**config.mk**
```make
export PLATFORM = sky130hd
export DESIGN_NAME = arpwm_timer
export DESIGN_NICKNAME = d
export VERILOG_FILES = /design/src/rtl/arpwm_pkg.sv /design/src/rtl/arpwm_regs.sv /design/src/rtl/arpwm_counter.sv /design/src/rtl/arpwm_compare.sv /design/src/rtl/arpwm_timer.sv
export SDC_FILE = /design/constraint.sdc
export NUM_CORES = 1
export LEC_CHECK = 0
export BUFFER_PORTS_ARGS = -buffer_cell sky130_fd_sc_hd__clkbuf_2
export CAP_MARGIN = 20
export CORE_ASPECT_RATIO = 0.8
export CORE_MARGIN = 3
export CORE_UTILIZATION = 45
export CTS_BUF_LIST = sky130_fd_sc_hd__clkbuf_16
export DETAILED_ROUTE_END_ITERATION = 8
export PLACE_DENSITY = 0.73
export REMOVE_ABC_BUFFERS = 1
export SKIP_CTS_REPAIR_TIMING = 1
export SLEW_MARGIN = 20
export SYNTH_ARGS = -nofsm -noshare
export SYNTH_HDL_FRONTEND = slang
export SYNTH_SLANG_ARGS = --single-unit
```
**constraint.sdc**
```tcl
create_clock -name clk_i -period 2 [get_ports clk_i]
set_input_delay 0.2 -clock clk_i [delete_from_list [all_inputs] [get_ports clk_i]]
set_output_delay 0.2 -clock clk_i [all_outputs]
set_load 0.01 [all_outputs]
```
**src/rtl/arpwm_pkg.sv**
```systemverilog
package arpwm_pkg;

  localparam int ADDR_W = 3;

  typedef enum logic [ADDR_W-1:0] {
    REG_RLD_LO  = 3'd0,
    REG_RLD_HI  = 3'd1,
    REG_DUTY_HI = 3'd2,
    REG_DUTY_LO = 3'd3,
    REG_CTRL    = 3'd4,
    REG_STAT    = 3'd5
  } reg_sel_e;

  localparam int CTRL_PWM_EN_BIT = 0;
  localparam int CTRL_IRQ_EN_BIT = 1;
  localparam int STAT_OVF_BIT    = 0;
  localparam int STAT_FRZ_BIT    = 1;

endpackage

```
**src/rtl/arpwm_regs.sv**
```systemverilog
module arpwm_regs
  import arpwm_pkg::*;
#(
  parameter int CNT_W  = 12,
  parameter int DATA_W = 8
) (
  input  logic              clk_i,
  input  logic              rst_ni,
  input  logic              wr_en_i,
  input  logic              rd_en_i,
  input  logic [ADDR_W-1:0] addr_i,
  input  logic [DATA_W-1:0] wdata_i,
  input  logic              ovf_evt_i,
  output logic [DATA_W-1:0] rdata_o,
  output logic [CNT_W-1:0]  reload_o,
  output logic [CNT_W-1:0]  duty_o,
  output logic              frozen_o,
  output logic              pwm_en_o,
  output logic              irq_en_o,
  output logic              ovf_flag_o
);

  localparam int HI_W  = CNT_W - DATA_W;
  localparam int PAD_W = DATA_W - HI_W;

  logic [HI_W-1:0]   rld_hi_q, duty_hi_hold_q, duty_hi_q;
  logic [DATA_W-1:0] rld_lo_q, duty_lo_q;
  logic              frozen_q, pwm_en_q, irq_en_q, ovf_flag_q;

  logic wr_rld_lo, wr_rld_hi, wr_duty_hi, wr_duty_lo, wr_ctrl, rd_stat;

  function automatic logic [DATA_W-1:0] pad_hi(input logic [HI_W-1:0] v);
    return {{PAD_W{1'b0}}, v};
  endfunction

  always_comb begin
    wr_rld_lo  = wr_en_i && (addr_i == REG_RLD_LO);
    wr_rld_hi  = wr_en_i && (addr_i == REG_RLD_HI);
    wr_duty_hi = wr_en_i && (addr_i == REG_DUTY_HI);
    wr_duty_lo = wr_en_i && (addr_i == REG_DUTY_LO);
    wr_ctrl    = wr_en_i && (addr_i == REG_CTRL);
    rd_stat    = rd_en_i && (addr_i == REG_STAT);
  end

  always_ff @(posedge clk_i) begin
    if (!rst_ni) begin
      rld_lo_q       <= '0;
      rld_hi_q       <= '0;
      duty_lo_q      <= '0;
      duty_hi_q      <= '0;
      duty_hi_hold_q <= '0;
      frozen_q       <= 1'b0;
      pwm_en_q       <= 1'b0;
      irq_en_q       <= 1'b0;
    end else begin
      if (wr_rld_lo) rld_lo_q <= wdata_i;
      if (wr_rld_hi) rld_hi_q <= wdata_i[HI_W-1:0];
      if (wr_duty_hi) begin
        duty_hi_hold_q <= wdata_i[HI_W-1:0];
        frozen_q       <= 1'b1;
      end
      if (wr_duty_lo) begin
        duty_hi_q <= duty_hi_hold_q;
        duty_lo_q <= wdata_i;
        frozen_q  <= 1'b0;
      end
      if (wr_ctrl) begin
        pwm_en_q <= wdata_i[CTRL_PWM_EN_BIT];
        irq_en_q <= wdata_i[CTRL_IRQ_EN_BIT];
      end
    end
  end

  // A new overflow in the same cycle as the status read keeps the flag set.
  always_ff @(posedge clk_i) begin
    if (!rst_ni)        ovf_flag_q <= 1'b0;
    else if (ovf_evt_i) ovf_flag_q <= 1'b1;
    else if (rd_stat)   ovf_flag_q <= 1'b0;
  end

  always_comb begin
    rdata_o = '0;
    unique case (addr_i)
      REG_RLD_LO:  rdata_o = rld_lo_q;
      REG_RLD_HI:  rdata_o = pad_hi(rld_hi_q);
      REG_DUTY_HI: rdata_o = pad_hi(duty_hi_q);
      REG_DUTY_LO: rdata_o = duty_lo_q;
      REG_CTRL: begin
        rdata_o[CTRL_PWM_EN_BIT] = pwm_en_q;
        rdata_o[CTRL_IRQ_EN_BIT] = irq_en_q;
      end
      REG_STAT: begin
        rdata_o[STAT_OVF_BIT] = ovf_flag_q;
        rdata_o[STAT_FRZ_BIT] = frozen_q;
      end
      default: rdata_o = '0;
    endcase
  end

  assign reload_o   = {rld_hi_q, rld_lo_q};
  assign duty_o     = {duty_hi_q, duty_lo_q};
  assign frozen_o   = frozen_q;
  assign pwm_en_o   = pwm_en_q;
  assign irq_en_o   = irq_en_q;
  assign ovf_flag_o = ovf_flag_q;

endmodule

```
**src/rtl/arpwm_counter.sv**
```systemverilog
module arpwm_counter #(
  parameter int CNT_W = 12
) (
  input  logic             clk_i,
  input  logic             rst_ni,
  input  logic             tick_i,
  input  logic [CNT_W-1:0] reload_i,
  output logic [CNT_W-1:0] cnt_o,
  output logic             ovf_evt_o
);

  logic [CNT_W-1:0] cnt_q;

  function automatic logic at_top(input logic [CNT_W-1:0] c);
    return &c;
  endfunction

  function automatic logic [CNT_W-1:0] step(input logic [CNT_W-1:0] c,
                                            input logic [CNT_W-1:0] rld);
    return at_top(c) ? rld : c + CNT_W'(1);
  endfunction

  assign ovf_evt_o = tick_i && at_top(cnt_q);

  always_ff @(posedge clk_i) begin
    if (!rst_ni)     cnt_q <= '0;
    else if (tick_i) cnt_q <= step(cnt_q, reload_i);
  end

  assign cnt_o = cnt_q;

endmodule

```
**src/rtl/arpwm_compare.sv**
```systemverilog
module arpwm_compare #(
  parameter int CNT_W = 12
) (
  input  logic             clk_i,
  input  logic             rst_ni,
  input  logic             tick_i,
  input  logic [CNT_W-1:0] cnt_i,
  input  logic             ovf_evt_i,
  input  logic [CNT_W-1:0] reload_i,
  input  logic [CNT_W-1:0] duty_i,
  input  logic             frozen_i,
  input  logic             pwm_en_i,
  output logic             cmp_evt_o,
  output logic             pwm_lvl_o,
  output logic             pwm_o
);

  logic lvl_q;

  function automatic logic opens_high(input logic [CNT_W-1:0] duty,
                                      input logic [CNT_W-1:0] rld);
    return duty >= rld;
  endfunction

  assign cmp_evt_o = tick_i && !ovf_evt_i && !frozen_i && (cnt_i == duty_i);

  always_ff @(posedge clk_i) begin
    if (!rst_ni)        lvl_q <= 1'b0;
    else if (ovf_evt_i) lvl_q <= opens_high(duty_i, reload_i);
    else if (cmp_evt_o) lvl_q <= 1'b0;
  end

  assign pwm_lvl_o = lvl_q;
  assign pwm_o     = lvl_q && pwm_en_i;

endmodule

```
**src/rtl/arpwm_timer.sv**
```systemverilog
module arpwm_timer
  import arpwm_pkg::*;
#(
  parameter int CNT_W  = 12,
  parameter int DATA_W = 8
) (
  input  logic              clk_i,
  input  logic              rst_ni,
  input  logic              tick_i,
  input  logic              wr_en_i,
  input  logic              rd_en_i,
  input  logic [ADDR_W-1:0] addr_i,
  input  logic [DATA_W-1:0] wdata_i,
  output logic [DATA_W-1:0] rdata_o,
  output logic              pwm_o,
  output logic              irq_o
);

  logic [CNT_W-1:0] cnt_q, reload_val, duty_val;
  logic ovf_evt, cmp_evt, cmp_frozen, pwm_lvl, pwm_en, irq_en, ovf_flag;

  arpwm_regs #(.CNT_W(CNT_W), .DATA_W(DATA_W)) u_regs (
    .clk_i      (clk_i),
    .rst_ni     (rst_ni),
    .wr_en_i    (wr_en_i),
    .rd_en_i    (rd_en_i),
    .addr_i     (addr_i),
    .wdata_i    (wdata_i),
    .ovf_evt_i  (ovf_evt),
    .rdata_o    (rdata_o),
    .reload_o   (reload_val),
    .duty_o     (duty_val),
    .frozen_o   (cmp_frozen),
    .pwm_en_o   (pwm_en),
    .irq_en_o   (irq_en),
    .ovf_flag_o (ovf_flag)
  );

  arpwm_counter #(.CNT_W(CNT_W)) u_cnt (
    .clk_i     (clk_i),
    .rst_ni    (rst_ni),
    .tick_i    (tick_i),
    .reload_i  (reload_val),
    .cnt_o     (cnt_q),
    .ovf_evt_o (ovf_evt)
  );

  arpwm_compare #(.CNT_W(CNT_W)) u_cmp (
    .clk_i     (clk_i),
    .rst_ni    (rst_ni),
    .tick_i    (tick_i),
    .cnt_i     (cnt_q),
    .ovf_evt_i (ovf_evt),
    .reload_i  (reload_val),
    .duty_i    (duty_val),
    .frozen_i  (cmp_frozen),
    .pwm_en_i  (pwm_en),
    .cmp_evt_o (cmp_evt),
    .pwm_lvl_o (pwm_lvl),
    .pwm_o     (pwm_o)
  );

  assign irq_o = ovf_flag && irq_en;

endmodule

```
==> results.cfg, run 1 <==
[status]
status = complete, no violations

[die]
rows = 23
dieHeight_um = 73
initial_core_util_pct = 48.5
coreArea_um2 = 5210
die_w_um = 89.7
pin_count = 26
dieArea_um2 = 6550

[routing]
postRouteAntennaNets = 0
routedWlPerCell_um = 15.7
route.detailed.drc = 0
vias_per_cell = 5.60
drt_iter0_drc = 143
wl_um = 6580
dr_total_vias = 2350
dr.pass1.iters = 4

[setup_path]
worstSetupPathType = reg -> reg
rrSetupSlack_ps = 220
cp_max_fo = 4
reg2reg_to = u_cmp.pwm_lvl_o
cp-end-kind = flop
critPathLaunchType = flop
cp.required_ps = 2170
cp.arrival_ps = 1950
r2r-start = u_regs.rld_lo_q[0]
crit_path_max_incr_delay_ps = 380
crit_path_end = u_cmp.pwm_lvl_o
reg2reg_depth = 6
path_cells = ha_1 > nand2b_1 > a2111oi_1 > o41ai_1 > a221oi_1 > o31ai_1
slowest_stage = a2111oi_1
crit_start = u_regs.rld_lo_q[0]

[logic_synthesis]
avgSynthCellArea_um2 = 7.97
synth_compound_area_share_pct = 17.6
synth_xor_area_share_pct = 4.16
yosys.cell_types.count = 49
synth_area_leader_cell = dfxtp_1
ys_seq_elements = 45
synthCells = 317
synth_top_cell_area_share_pct = 35.7
synthMuxAreaShare_pct = 7.83
synth_async_sr_flop_share_pct = 0
seq_area_frac_synth_pct = 35.7
post_synth_and_or_nand_nor_area_fraction_pct = 23.0
yosys_warnings = 0
synth_ff_type = dfxtp_1
synth_top_family_by_area = simple AND/OR/NAND/NOR gates
synth_area_um2 = 2520
yosys.area_share.adder_pct = 6.44
synth_edf_count = 0
ys_top_cells_by_area = dfxtp_1 36%, nand2_1 8.8%, a21oi_1 6.9%, ha_1 6.4%, mux2i_1 5.2%

[grt]
grt_max_degree = 19
met1_usage_pct = 29.2
grt_pass1_wl_um = 10900
use_met2_pct = 33.4
grt.total_usage_pct = 20.8
grt.met3_usage_pct = 3.92
grt_pass1_vias = 2143
antenna_found_initial = 0
busiest_layer = met2
grt_overflow = 0

[layout]
layout_commonest_cell = nand2_1
area_growth_pct = 17.0
nets = 373
stdcell_area_um2 = 2950
final_cell_mix = 59 x nand2_1, 45 x dfxtp_1, 35 x a21oi_1
drive_gt1_share_pct = 15.7
diodes = 0

[timing]
finalSetupTns_ps = 0
relSlewSlack_pct = 64.7
period_share_pct = 89.0
tightest_slew_ps = 526
worst_slack_ps = 219
finalMaxSlewViolations = 0
setup_violations = 0
rsz0062_at_grt = false
fmax_mhz = 562
period_minus_slack_ps = 1780
fin_skew_ps = 6.23
hold_violations = 0

[hold_path]
worstHoldPathType = in -> reg
hold_depth = 3
min-delay-start = wdata_i[7]

[pwr]
seqPwrFrac_pct = 42.6
switching_share_pct = 22.0
ir_drop_v = 0.000423
p_total_uw = 2180
power_frac_comb_pct = 7.9
switchingPower_uw = 479
internal_power_uw = 1700
clkPwrFrac_pct = 49.5
p_leak_uw = 0.00113
cellPowerDensity_nw_per_um2 = 738

[clock_tree]
clk_pin_slew_worst_paths_ps = 70
cts_tree = done
cts_sinks = 45
cts_root_buf = clkbuf_16
clock_latency_ps = 290
htreeDepth = 2
cts_buffers = 5
clock_path_buffers = 2

[flow_run]
drv_cap = 0

[placement]
pre_cts_ws_ps = 187
placed_cell_area_um2 = 2760
dp_hpwl_um = 5050
globalplace.congestion = 0.892
io_buffers = 25
power by group through the flow:
stage               logic [uW]  clock network (uW)  registers (uW)
detailed placement         170                   0             949
finish                     172                1080             929
global placement           168                   0             948
global route               193                1130             930
floorplan                 92.0                   0             944
CTS                        171                1090             928
kinds of logic after synthesis:
group | after synthesis
AOI/OAI and AO/OA | 74
buffers and inverters | 33
xor gates and xnor gates | 12
and+or+nand+nor | 124
adders and majority gates | 13
muxes | 16
DFF | 45
critical path: cells and delay by family (launching register included):
kind                     cells  cell delay, ps
AO/OA/AOI/OAI                4             900
adder cells (fa/ha/maj)      1             290
flip-flops                   1             340
AND/OR/NAND/NOR              1             140
synth_stat cells (2+ instances only):
master	n
or3_1	2
a21oi_1	35
xnor2_1	7
and2_1	3
mux4_2	3
dfxtp_1	45
nor3_2	2
and3_1	2
nor3_1	5
inv_1	16
nand3_1	9
clkbuf_1	11
a21o_1	2
buf_2	3
nand2b_1	4
a31oi_1	5
nor2b_1	3
o2111ai_1	2
nand2_1	59
xor2_1	5
nand4_1	4
o22ai_1	2
and4_1	2
o31ai_1	3
o21a_1	4
mux2i_1	13
o21ai_0	11
ha_1	13
nor2_1	22
per-stage QoR:
stage               utilization [%]  instances  hold WS, ps
finish                         56.7        420          148
CTS                            56.7        420          144
detailed placement             53.0        412          447
floorplan                         -        301          289
global placement               53.0        412          439
global route                   56.7        420          155
how the worst min path moves through the flow:
stage                                endpoint  slack [ps]
after global routing       u_regs.rld_lo_q[5]         160
after global placement    u_regs.duty_hi_q[2]         440
final                      u_regs.rld_lo_q[7]         150
after detailed placement  u_regs.duty_lo_q[5]         450
after floorplan                u_cnt.cnt_o[1]         290
after CTS                 u_regs.duty_lo_q[5]         140
sequential cells by signal, summed over array words and instances (netlist names), 4 cells and up:
name / count
u_cnt.cnt_o: 12
u_regs.duty_lo_q: 8
u_regs.rld_lo_q: 8
u_regs.duty_hi_hold_q: 4
u_regs.duty_hi_q: 4
u_regs.rld_hi_q: 4
final cells by class:
cell class                      instances  area, um^2
Clock inverter                          3        68.8
Fill cell                             477        2250
Tap cell                               75        93.8
Inverter                               17        63.8
Timing Repair Buffer                   36         208
Multi-Input combinational cell        239        1490
Sequential cell                        45         901
Clock buffer                            5         125
routing by layer:
layer	part of all wire [%]	up-vias	wire length [um]
met5	0	-	0
met4	0.79	0	52
met3	7.0	7	464
met2	45	80	2940
met1	47	1097	3120
li1	-	1166	-
No activity file was read; power rests on OpenSTA's default activity.
==> inputs of run 2 (changes only) <==
RECOVER_POWER = 100   (was unset)
==> run 2 against run 1 <==
  * Utilization decreased by 0.55 points
  * Sequential power about the same
  * Final cell count is the same
  * Largest power group unchanged
  * Clock power barely moved
  * Critical endpoint unchanged
  * Final area decreased by 0.97%
  * Die area unchanged
  * Register-to-register slack hardly changed
  * Non-clock buffer count unchanged
  * Combinational power barely moved
==> results.cfg, run 2 (synthesis gave the netlist of run 1 again) <==
[status]
status = complete, no violations

[timing]
fmax_mhz = 561
tightest_slew_ps = 828
relSlewSlack_pct = 44.4
period_minus_slack_ps = 1780
rsz0062_at_grt = false
hold_violations = 0
finalMaxSlewViolations = 0
period_share_pct = 89.1
finalSetupTns_ps = 0
fin_skew_ps = 5.13
setup_violations = 0

[grt]
grt.total_usage_pct = 20.8
antenna_found_initial = 0
grt_pass1_vias = 2143
grt_overflow = 0
grt_pass1_wl_um = 10900
grt_max_degree = 19

[clock_tree]
cts_root_buf = clkbuf_16
htreeDepth = 2
cts_sinks = 45
cts_tree = done
clock_path_buffers = 2
clock_latency_ps = 290
cts_buffers = 5
clk_pin_slew_worst_paths_ps = 70

[die]
dieHeight_um = 73
dieArea_um2 = 6550
initial_core_util_pct = 48.5
rows = 23
die_w_um = 89.7
pin_count = 26
coreArea_um2 = 5210

[routing]
wl_um = 6590
drt_iter0_drc = 166
route.detailed.drc = 0
vias_per_cell = 5.59
postRouteAntennaNets = 0
dr.pass1.iters = 4
dr_total_vias = 2348
routedWlPerCell_um = 15.7

[hold_path]
min-delay-start = wdata_i[7]
worstHoldPathType = in -> reg
holdPathEnd = u_regs.rld_lo_q[7]
hold_depth = 3

[pwr]
power_frac_comb_pct = 7.8
seqPwrFrac_pct = 42.7
ir_drop_v = 0.000421
switching_share_pct = 21.9
clkPwrFrac_pct = 49.5
switchingPower_uw = 477
p_leak_uw = 0.00108
p_total_uw = 2180
cellPowerDensity_nw_per_um2 = 744
internal_power_uw = 1700

[layout]
nets = 373
largest_register_ffs = 12
drive_gt1_share_pct = 11.6
final_cell_mix = 59 x nand2_1, 45 x dfxtp_1, 35 x a21oi_1
stdcell_area_um2 = 2930
instances_no_fill = 420
fill_cells = 484
diodes = 0
layout_commonest_cell = nand2_1
utilization_pct = 56.2
area_growth_pct = 15.9

[placement]
io_buffers = 25
dp_hpwl_um = 5050
globalplace.congestion = 0.892
placed_cell_area_um2 = 2760
dp.cells = 412

[flow_run]
drv_cap = 0

[setup_path]
worstSetupPathType = reg -> reg
slowest_stage = a2111oi_1
cp-end-kind = flop
crit_path_max_incr_delay_ps = 380
critPathLaunchType = flop
cp_max_fo = 4
critical-path-top-delay-family = compound AO/OA/AOI/OAI gates
reg2reg_to = u_cmp.pwm_lvl_o
r2r-start = u_regs.rld_lo_q[0]
path_depth = 6
reg2reg_depth = 6
path_cells = ha_1 > nand2b_1 > a2111oi_1 > o41ai_1 > a221oi_1 > o31ai_1
cp.required_ps = 2170
cp.arrival_ps = 1950
worst-path-buf-inv = 0
rrSetupSlack_ps = 220
## run 2: worst min-delay path, cell delays in order
cell and delay, ps:
clkbuf_2 90, nand2_1 50, a21oi_1 50
## run 2: power groups by stage
stage / clock [uW] / combinational, uW / sequential, uW
3_5_place_dp: 0 / 170 / 949
4_1_cts: 1090 / 171 / 928
6_report: 1080 / 170 / 929
3_3_place_gp: 0 / 168 / 948
5_1_grt: 1130 / 191 / 930
2_1_floorplan: 0 / 92.0 / 944
## run 2: worst max-delay path by stage
stage / slack, ps / to / start
after detailed placement: 190 / u_cmp.pwm_lvl_o / u_regs.rld_lo_q[0]
after global routing: 9 / u_cmp.pwm_lvl_o / u_regs.duty_lo_q[0]
after floorplan: 70 / u_cnt.cnt_o[3] / u_cnt.cnt_o[0]
after global placement: 270 / u_cmp.pwm_lvl_o / u_regs.duty_lo_q[0]
after CTS: 180 / u_cmp.pwm_lvl_o / u_regs.duty_lo_q[0]
final: 220 / u_cmp.pwm_lvl_o / u_regs.rld_lo_q[0]
## run 2: area by class of cell
cell class | instances | area [um^2] | area share (%)
clock buffer | 5 | 125 | 4.28
clock inverter | 3 | 68.8 | 2.35
inverter | 17 | 63.8 | 2.18
multi-input combinational | 239 | 1480 | 50.6
sequential | 45 | 901 | 30.8
tap | 75 | 93.8 | 3.21
timing repair buffer | 36 | 191 | 6.54
## run 2: through the flow
step / setup slack [ps] / hold WS (ps)
global placement: 272 / 439
detailed placement: 187 / 447
finish: 218 / 146
global route: 9.11 / 155
CTS: 176 / 144
floorplan: 69.4 / 289
## run 2: metal layers
metal | routed length (um) | global-route usage, %
met5 | 0 | 0
met2 | 2930 | 33.4
met1 | 3060 | 29.2
met4 | 52 | 5.10
met3 | 547 | 3.92
